## config.mk

```make
export PLATFORM = sky130hd
export DESIGN_NAME = dma_req_sequencer
export DESIGN_NICKNAME = d
export VERILOG_FILES = /design/src/rtl/dma_seq_pkg.sv /design/src/rtl/dma_seq_chan.sv /design/src/rtl/dma_seq_arb.sv /design/src/rtl/dma_req_sequencer.sv
export SDC_FILE = /design/constraint.sdc
export NUM_CORES = 1
export LEC_CHECK = 0
export CORE_MARGIN = 4
export CORE_UTILIZATION = 40
export CTS_CLUSTER_SIZE = 14
export DETAILED_ROUTE_END_ITERATION = 8
export PLACE_DENSITY = 0.66
export SYNTH_ARGS = -nofsm -noshare
export SYNTH_HDL_FRONTEND = slang
export SYNTH_SLANG_ARGS = --single-unit
export TNS_END_PERCENT = 50
```

## constraint.sdc

```tcl
create_clock -name clk -period 4.05 [get_ports clk]
set_input_delay 0.6075 -clock clk [delete_from_list [all_inputs] [get_ports clk]]
set_output_delay 0.6075 -clock clk [all_outputs]
set_load 0.02 [all_outputs]
```

## src/rtl/dma_seq_pkg.sv

```systemverilog
package dma_seq_pkg;
    typedef enum logic [0:0] {
        ARB_IDLE  = 1'b0,
        ARB_ISSUE = 1'b1
    } arb_state_e;

    localparam int ST_OPDONE  = 7;
    localparam int ST_BLKDONE = 6;
    localparam int ST_NRMEND  = 5;
    localparam int ST_ACTIVE  = 3;
endpackage

```

## src/rtl/dma_seq_chan.sv

```systemverilog
module dma_seq_chan
    import dma_seq_pkg::*;
#(
    parameter int CNT_W = 16,
    parameter int IVL_W = 16
) (
    input  logic             clk,
    input  logic             rst_n,
    input  logic             req_i,
    input  logic [1:0]       mode_i,
    input  logic [IVL_W-1:0] ivl_i,
    input  logic             start_i,
    input  logic [CNT_W-1:0] cnt_i,
    input  logic             grant_i,
    input  logic             ack_i,
    input  logic [7:0]       clr_i,
    output logic             pend_o,
    output logic             run_o,
    output logic             expire_o,
    output logic             rise_o,
    output logic             fall_o,
    output logic             lvl_o,
    output logic [CNT_W-1:0] left_o,
    output logic [7:0]       stat_o
);
    logic [2:0]       sync_q;
    logic [IVL_W-1:0] tmr_q;
    logic [CNT_W-1:0] left_q;
    logic [2:0]       flag_q;
    logic             run_q, pend_q, active_q;
    logic             rise, fall, expire, trig_edge, pace_fire, done;
    logic [IVL_W-1:0] ivl_eff;

    // two synchroniser stages, third stage remembers previous level
    assign rise      = sync_q[1] & ~sync_q[2];
    assign fall      = ~sync_q[1] & sync_q[2];
    assign ivl_eff   = (ivl_i == '0) ? IVL_W'(1) : ivl_i;
    assign expire    = run_q && (tmr_q <= IVL_W'(1));
    assign trig_edge = active_q & mode_i[1] & rise;
    assign pace_fire = active_q & mode_i[1] & expire & ~(~mode_i[0] & ~sync_q[1]);
    assign done      = ack_i && (left_q == CNT_W'(1));

    always_ff @(posedge clk) begin
        if (!rst_n) begin
            sync_q   <= '0;
            tmr_q    <= '0;
            left_q   <= '0;
            run_q    <= 1'b0;
            pend_q   <= 1'b0;
            active_q <= 1'b0;
        end else begin
            sync_q <= {sync_q[1:0], req_i};
            if (start_i) begin
                left_q   <= cnt_i;
                active_q <= |cnt_i;
                pend_q   <= 1'b0;
                run_q    <= 1'b0;
                tmr_q    <= '0;
            end else begin
                if (ack_i) left_q <= left_q - CNT_W'(1);
                if (done) active_q <= 1'b0;

                if (done)                        pend_q <= 1'b0;
                else if (trig_edge || pace_fire) pend_q <= 1'b1;
                else if (grant_i)                pend_q <= 1'b0;

                if (done || fall || !active_q) begin
                    run_q <= 1'b0;
                end else if (trig_edge) begin
                    run_q <= 1'b1;
                    tmr_q <= ivl_eff;
                end else if (expire) begin
                    tmr_q <= ivl_eff;
                end else if (run_q) begin
                    tmr_q <= tmr_q - IVL_W'(1);
                end
            end
        end
    end

    // completion flags: set on the final transfer, write-1 clears; set wins
    always_ff @(posedge clk) begin
        if (!rst_n)    flag_q <= '0;
        else if (done) flag_q <= 3'b111;
        else           flag_q <= flag_q & ~clr_i[ST_OPDONE:ST_NRMEND];
    end

    always_comb begin
        stat_o = '0;
        stat_o[ST_OPDONE:ST_NRMEND] = flag_q;
        stat_o[ST_ACTIVE]           = active_q;
    end

    assign pend_o   = pend_q;
    assign run_o    = run_q;
    assign expire_o = expire;
    assign rise_o   = rise;
    assign fall_o   = fall;
    assign lvl_o    = sync_q[1];
    assign left_o   = left_q;
endmodule

```

## src/rtl/dma_seq_arb.sv

```systemverilog
module dma_seq_arb
    import dma_seq_pkg::*;
#(
    parameter int NCH  = 4,
    parameter int CH_W = 2
) (
    input  logic            clk,
    input  logic            rst_n,
    input  logic [NCH-1:0]  pend_i,
    input  logic            ready_i,
    output logic            valid_o,
    output logic [CH_W-1:0] ch_o,
    output logic [NCH-1:0]  grant_o,
    output logic [NCH-1:0]  ack_o
);
    arb_state_e      state_q, state_d;
    logic [CH_W-1:0] cur_q, sel;

    // fixed priority: lowest index wins
    always_comb begin
        sel = '0;
        for (int i = NCH - 1; i >= 0; i--) begin
            if (pend_i[i]) sel = CH_W'(i);
        end
    end

    always_ff @(posedge clk) begin
        if (!rst_n) begin
            state_q <= ARB_IDLE;
            cur_q   <= '0;
        end else begin
            state_q <= state_d;
            if (state_q == ARB_IDLE && |pend_i) cur_q <= sel;
        end
    end

    always_comb begin
        state_d = state_q;
        unique case (state_q)
            ARB_IDLE:  if (|pend_i) state_d = ARB_ISSUE;
            ARB_ISSUE: if (ready_i) state_d = ARB_IDLE;
            default:   state_d = ARB_IDLE;
        endcase
    end

    always_comb begin
        valid_o = (state_q == ARB_ISSUE);
        ch_o    = cur_q;
        grant_o = '0;
        ack_o   = '0;
        if (state_q == ARB_IDLE && |pend_i) grant_o[sel]   = 1'b1;
        if (state_q == ARB_ISSUE && ready_i) ack_o[cur_q]  = 1'b1;
    end
endmodule

```

## src/rtl/dma_req_sequencer.sv

```systemverilog
module dma_req_sequencer
    import dma_seq_pkg::*;
#(
    parameter int NCH   = 4,
    parameter int CNT_W = 16,
    parameter int IVL_W = 16
) (
    input  logic                       clk,
    input  logic                       rst_n,
    input  logic [NCH-1:0]             req_i,
    input  logic [2*NCH-1:0]           mode_i,
    input  logic [IVL_W*NCH-1:0]       interval_i,
    input  logic [NCH-1:0]             start_i,
    input  logic [CNT_W*NCH-1:0]       count_i,
    input  logic [8*NCH-1:0]           clr_i,
    input  logic                       xfer_ready_i,
    output logic                       xfer_valid_o,
    output logic [$clog2(NCH)-1:0]     xfer_ch_o,
    output logic [8*NCH-1:0]           status_o
);
    localparam int CH_W = $clog2(NCH);

    logic [NCH-1:0]       pend_w, run_w, exp_w, rise_w, fall_w, lvl_w;
    logic [NCH-1:0]       grant_w, ack_w;
    logic [CNT_W*NCH-1:0] left_w;

    for (genvar c = 0; c < NCH; c++) begin : g_ch
        dma_seq_chan #(.CNT_W(CNT_W), .IVL_W(IVL_W)) u_ch (
            .clk      (clk),
            .rst_n    (rst_n),
            .req_i    (req_i[c]),
            .mode_i   (mode_i[2*c +: 2]),
            .ivl_i    (interval_i[IVL_W*c +: IVL_W]),
            .start_i  (start_i[c]),
            .cnt_i    (count_i[CNT_W*c +: CNT_W]),
            .grant_i  (grant_w[c]),
            .ack_i    (ack_w[c]),
            .clr_i    (clr_i[8*c +: 8]),
            .pend_o   (pend_w[c]),
            .run_o    (run_w[c]),
            .expire_o (exp_w[c]),
            .rise_o   (rise_w[c]),
            .fall_o   (fall_w[c]),
            .lvl_o    (lvl_w[c]),
            .left_o   (left_w[CNT_W*c +: CNT_W]),
            .stat_o   (status_o[8*c +: 8])
        );
    end

    dma_seq_arb #(.NCH(NCH), .CH_W(CH_W)) u_arb (
        .clk     (clk),
        .rst_n   (rst_n),
        .pend_i  (pend_w),
        .ready_i (xfer_ready_i),
        .valid_o (xfer_valid_o),
        .ch_o    (xfer_ch_o),
        .grant_o (grant_w),
        .ack_o   (ack_w)
    );
endmodule

```

==> impl_metrics.tcl, run 1 <==
set metrics [dict create \
    die_height_um 161 \
    stdcell_count 1670 \
    startpoint "g_ch[2].u_ch.tmr_q[4]" \
    remaining_drc_errors 0 \
    ys_top_cells_by_count "167 x dfxtp_1, 117 x nand2_1, 102 x o21ai_0" \
    cap_viol_max_count 0 \
    numPortBuffers 177 \
    die_area_um2 26000 \
    tns_ps 0 \
    ys_seq_elements 167 \
    yosysUniqueCellTypes 64 \
    crit_fanout 26 \
    met2_usage_pct 31.7 \
    hold_viol_final 0 \
    cts-root-buf "clkbuf_16" \
    pin_count 214 \
    arrival_ps 3220 \
    grt.total_usage_pct 19.3 \
    vias_per_cell 5.47 \
    setup_viol 0 \
    cpLargestDelayFamily "simple AND/OR/NAND/NOR gates" \
    num_rows 55 \
    worstSetupEndpointType "flip-flop" \
    crit_buf_inv 0 \
    dp_hpwl_mm 19.1 \
    path_cells "or4_4 > or4_1 > o21ai_4 > and2_1 > a211oi_1 > a211oi_1" \
    htreeDepth 4 \
    yosysMostFrequentCell "dfxtp_1" \
    ys_async_sr_fraction_pct 0 \
    synthesis.instances 1195 \
    ir_drop_uv 198 \
    num_antenna_cells 0 \
    cp.required_ps 4380 \
    yosysWarnings 0 \
    leakage_uw 0.00458 \
    cp_common_cell "a211oi_1" \
    grt_overflow 0 \
    routed_wl_mm 25.6 \
    place_congestion 0.877 \
    post-route-period-util_pct 71.2 \
    max_stage_delay_ps 610 \
    power.density_nw_per_um2 318 \
    syn2layout_area_growth_pct 26.9 \
    cts-buffers-inserted 17 \
    crit_type "flip-flop to flip-flop" \
    grt_pass1_wl_mm 42.3 \
    critPathLaunchType "flip-flop" \
    cts.sinks 167 \
    grt_use_met3_pct 4.11 \
    nets 1540 \
    syn-mean-instance-area_um2 7.86 \
    rr_startpoint "g_ch[2].u_ch.tmr_q[4]" \
    use_met1_pct 25.8 \
    via_count 9136 \
    grt_pass1_vias 8707 \
    ant_nets 0 \
    syn-cell-area_um2 9400 \
    synthTopCellsByArea "dfxtp_1 36%, o21ai_0 5.4%, nand2_1 4.7%" \
    crit_slowest_cell "or4_1" \
    rsz0062_at_grt "no" \
    grt_busiest_layer "met2" \
    skew_ps 13.2 \
    worst_pin_slew_ps 918 \
    die_x_um 161 \
    fin_ws_ps 1160 \
    start_util_pct 41.1 \
    cts_tree "yes" \
    dr.pass1.iters 5 \
    synth_ff_type "dfxtp_1" \
    min_path_type "flip-flop to flip-flop" \
    synth_top_area_share_pct 35.6 \
    cp.depth 6 \
    max_clock_freq_mhz 347 \
    post_drt_wl_per_cell_um 15.3 \
    clock_path_buffers 2 \
    cts_resized 0 \
    holdWs_ps 437 \
    r2r_cells 6 \
    hold_depth 1 \
    antenna_found_initial 0 \
    yosys.area.top_type "dfxtp_1" \
    synth_edf_count 0 \
    postCtsSetupRepairBufs 0 \
    drt_iter0_drc 568 \
    status "finished clean" \
    hold_path.startpoint "g_ch[0].u_ch.sync_q[0]" \
    relSlewSlack_pct 38.2 \
    core_um2 22800 \
    clock_latency_ps 430 \
    min_period_ps 2890 \
    grt_max_degree 39 \
    dpl.cell_count 1639 \
    drv_slew 0 \
    drive_gt1_share_pct 4.94 \
    pre_cts_ws_ps 849 \
    ctsHoldBuffers 0 \
    ys_seq_area_share_pct 35.6 \
    clk_pin_slew_worst_paths_ps 70 \
]
registers in the layout, indices dropped and copies added (netlist names):
signal and flops:
g_ch.u_ch.left_o 64, g_ch.u_ch.active_q 4, g_ch.u_ch.sync_q 12, g_ch.u_ch.tmr_q 64, u_arb.ch_o 2, g_ch.u_ch.pend_o 4
g_ch.u_ch.flag_q 12, g_ch.u_ch.run_o 4, u_arb.valid_o 1
power by group:
group,switching [µW],leakage [µW],internal [µW],total (µW)
logic,241,0.00296,271,512
registers,48.4,0.00136,1690,1740
clock network,720,0.000259,823,1540
per-stage QoR:
stage	util, %	instance area, µm²	total power, µW
2_1_floorplan	-	9450	2050
3_3_place_gp	49.8	11400	2280
3_5_place_dp	49.8	11400	2290
4_1_cts	52.2	11900	3840
5_1_grt	52.2	11900	3970
6_report	52.2	11900	3800
final timing paths:
kind	to	slack, ps
max	g_ch[2].u_ch.tmr_q[1]	1160
min	g_ch[0].u_ch.sync_q[1]	440
max reg2reg	g_ch[2].u_ch.tmr_q[1]	1160
min reg2reg	g_ch[0].u_ch.sync_q[1]	440
per-layer routing:
metal,share of wire (%),up-vias
met5,0,-
met4,1.2,0
met3,5.8,22
met2,46,258
met1,47,4251
li1,-,4605
cells by family after synthesis:
family                     share of synthesized area [%]
muxes                                              0.426
other                                             0.0399
buffers and inverters                               5.41
adders and majority gates                           2.13
DFF                                                 35.6
AOI/OAI and AO/OA                                   22.0
and+or+nand+nor                                     28.6
xor gates and xnor gates                            5.87
final cells by class:
cell class | count | area (µm²)
fill | 2225 | 10900
inverter | 31 | 116
sequential | 167 | 3340
clock inverter | 12 | 92.6
clock buffer | 19 | 453
tap | 313 | 392
multi-input combinational | 934 | 5630
timing repair buffer | 194 | 1890
placed cells by master, fill, tap and decap left out, types with 13 or more instances in the layout:
master and instances:
clkbuf_16 17, conb_1 16, nor2b_1 19, dfxtp_1 167
xor2_1 25, clkdlybuf4s50_1 176, nand2_1 117, or3_1 15
o211a_1 20, buf_4 17, inv_1 31, o21ai_0 102
nand3_1 36, nor2_1 86, ha_1 16, nand4_1 13
and2_1 45, a211oi_1 14, nand2b_1 31, or4_1 13
o22ai_1 14, nor4_1 55, a21oi_1 85, nor3_1 48
xnor2_1 38, o21a_1 13
No activity file was read; power rests on OpenSTA's default activity.
==> inputs of run 2 (changes only) <==
==> constraint.sdc (replaced) <==
create_clock -name clk -period 2.84 [get_ports clk]
set_input_delay 0.426 -clock clk [delete_from_list [all_inputs] [get_ports clk]]
set_output_delay 0.426 -clock clk [all_outputs]
set_load 0.02 [all_outputs]
==> impl_metrics.tcl, run 2 (synthesized netlist as in run 1, its figures left out) <==
set metrics [dict create \
    core_um2 22800 \
    vias_per_cell 5.41 \
    leakage_uw 0.00472 \
    arrival_ps 2790 \
    via_count 9174 \
    cts_tree "yes" \
    start_util_pct 41.1 \
    critPathLaunchType "flip-flop" \
    ir_drop_uv 328 \
    cts_resized 0 \
    clock_path_buffers 2 \
    cts-root-buf "clkbuf_16" \
    die_area_um2 26000 \
    grt.total_usage_pct 19.3 \
    post-route-period-util_pct 87.3 \
    remaining_drc_errors 0 \
    cap_viol_max_count 0 \
    worst_pin_slew_ps 684 \
    crit_fanout 13 \
    relSlewSlack_pct 54.3 \
    final_common_cell "clkdlybuf4s50_1" \
    r2r_setup_slack_ps 360 \
    max_clock_freq_mhz 403 \
    status "finished clean" \
    num_rows 55 \
    power.density_nw_per_um2 456 \
    worstSetupEndpointType "flip-flop" \
    grt_max_degree 36 \
    grt_pass1_vias 8677 \
    clock_latency_ps 420 \
    antenna_found_initial 1 \
    nets 1567 \
    drt_iter0_drc 416 \
    pin_count 214 \
    numPortBuffers 177 \
    drv_slew 0 \
    dr.pass1.iters 5 \
    cts-buffers-inserted 17 \
    htreeDepth 4 \
    setup_viol 0 \
    skew_ps 14.4 \
    crit_type "flip-flop to flip-flop" \
    rsz0062_at_grt "no" \
    clk_pin_slew_worst_paths_ps 70 \
    hold_viol_final 0 \
    min_path_type "flip-flop to flip-flop" \
    grt_pass1_wl_mm 42.2 \
    post_drt_wl_per_cell_um 15.3 \
    postCtsSetupRepairBufs 0 \
    ant_nets 0 \
    ctsHoldBuffers 0 \
    routed_wl_mm 26.0 \
    final_cell_mix "176 x clkdlybuf4s50_1, 167 x dfxtp_1, 117 x nand2_1" \
    min_period_ps 2480 \
    holdWs_ps 428 \
    tns_ps 0 \
    dp_hpwl_mm 19.5 \
    drive_gt1_share_pct 6.72 \
    place_congestion 0.875 \
    num_antenna_cells 0 \
    cts.sinks 167 \
    nFillCells 2239 \
    die_x_um 161 \
    die_height_um 161 \
    syn2layout_area_growth_pct 29.3 \
    grt_overflow 0 \
    cp.required_ps 3150 \
]
[run 2: cell types whose count changed in the layout (fill, tap and decap cells not counted), sizes merged]
cell	previous run	this run
bufinv	0	2
clkinv	3	2
clkbuf	19	18
buf	18	45
[run 2: cell type report]
| class | instances | area [µm²] | area share [%] |
|---|---|---|---|
| clock buffers | 18 | 429 | 3.53 |
| well taps | 313 | 392 | 3.22 |
| flip-flops and latches | 167 | 3340 | 27.5 |
| inverters | 31 | 116 | 0.957 |
| multi-input cells | 934 | 5630 | 46.3 |
| repair buffers | 221 | 2100 | 17.3 |
| clock inverters | 13 | 146 | 1.20 |
[run 2: path summary, 6_finish.rpt]
kind | depth (start not counted) | to | start
setup reg to reg | 8 | g_ch[2].u_ch.tmr_q[11] | g_ch[2].u_ch.left_o[4]
hold reg to reg | 1 | g_ch[1].u_ch.sync_q[1] | g_ch[1].u_ch.sync_q[0]
hold / removal | 1 | g_ch[1].u_ch.sync_q[1] | g_ch[1].u_ch.sync_q[0]
setup / recovery | 8 | g_ch[2].u_ch.tmr_q[11] | g_ch[2].u_ch.left_o[4]
[run 2: layer usage]
metal | routed length (µm) | track usage, %
met5 | 13 | 0
met4 | 347 | 4.89
met3 | 1470 | 4.29
met2 | 12100 | 32.0
met1 | 12000 | 25.6
[run 2: worst max-delay path, stage by stage (launching register included)]
cell     delay, ps
dfxtp_1        350
or4_1          630
nor4_2         300
nand4_1        240
nor2b_1        190
buf_4          180
nand2_1        180
inv_1           90
a32o_1         210
[run 2: where the power goes]
group          switching, µW  internal [µW]  total [µW]
Clock                   1010           1310        2310
Sequential              70.2           2420        2490
Combinational            348            395         743
[run 2: metrics by stage]
stage	std cells	utilization, %	instance area (µm²)	total power, µW	worst slack [ps]
3_5_place_dp	1666	50.7	11600	3280	191
5_1_grt	1697	53.2	12200	5800	237
2_1_floorplan	1210	-	9450	2920	574
3_3_place_gp	1666	50.7	11600	3270	194
6_report	1697	53.2	12200	5540	359
4_1_cts	1697	53.2	12200	5610	372
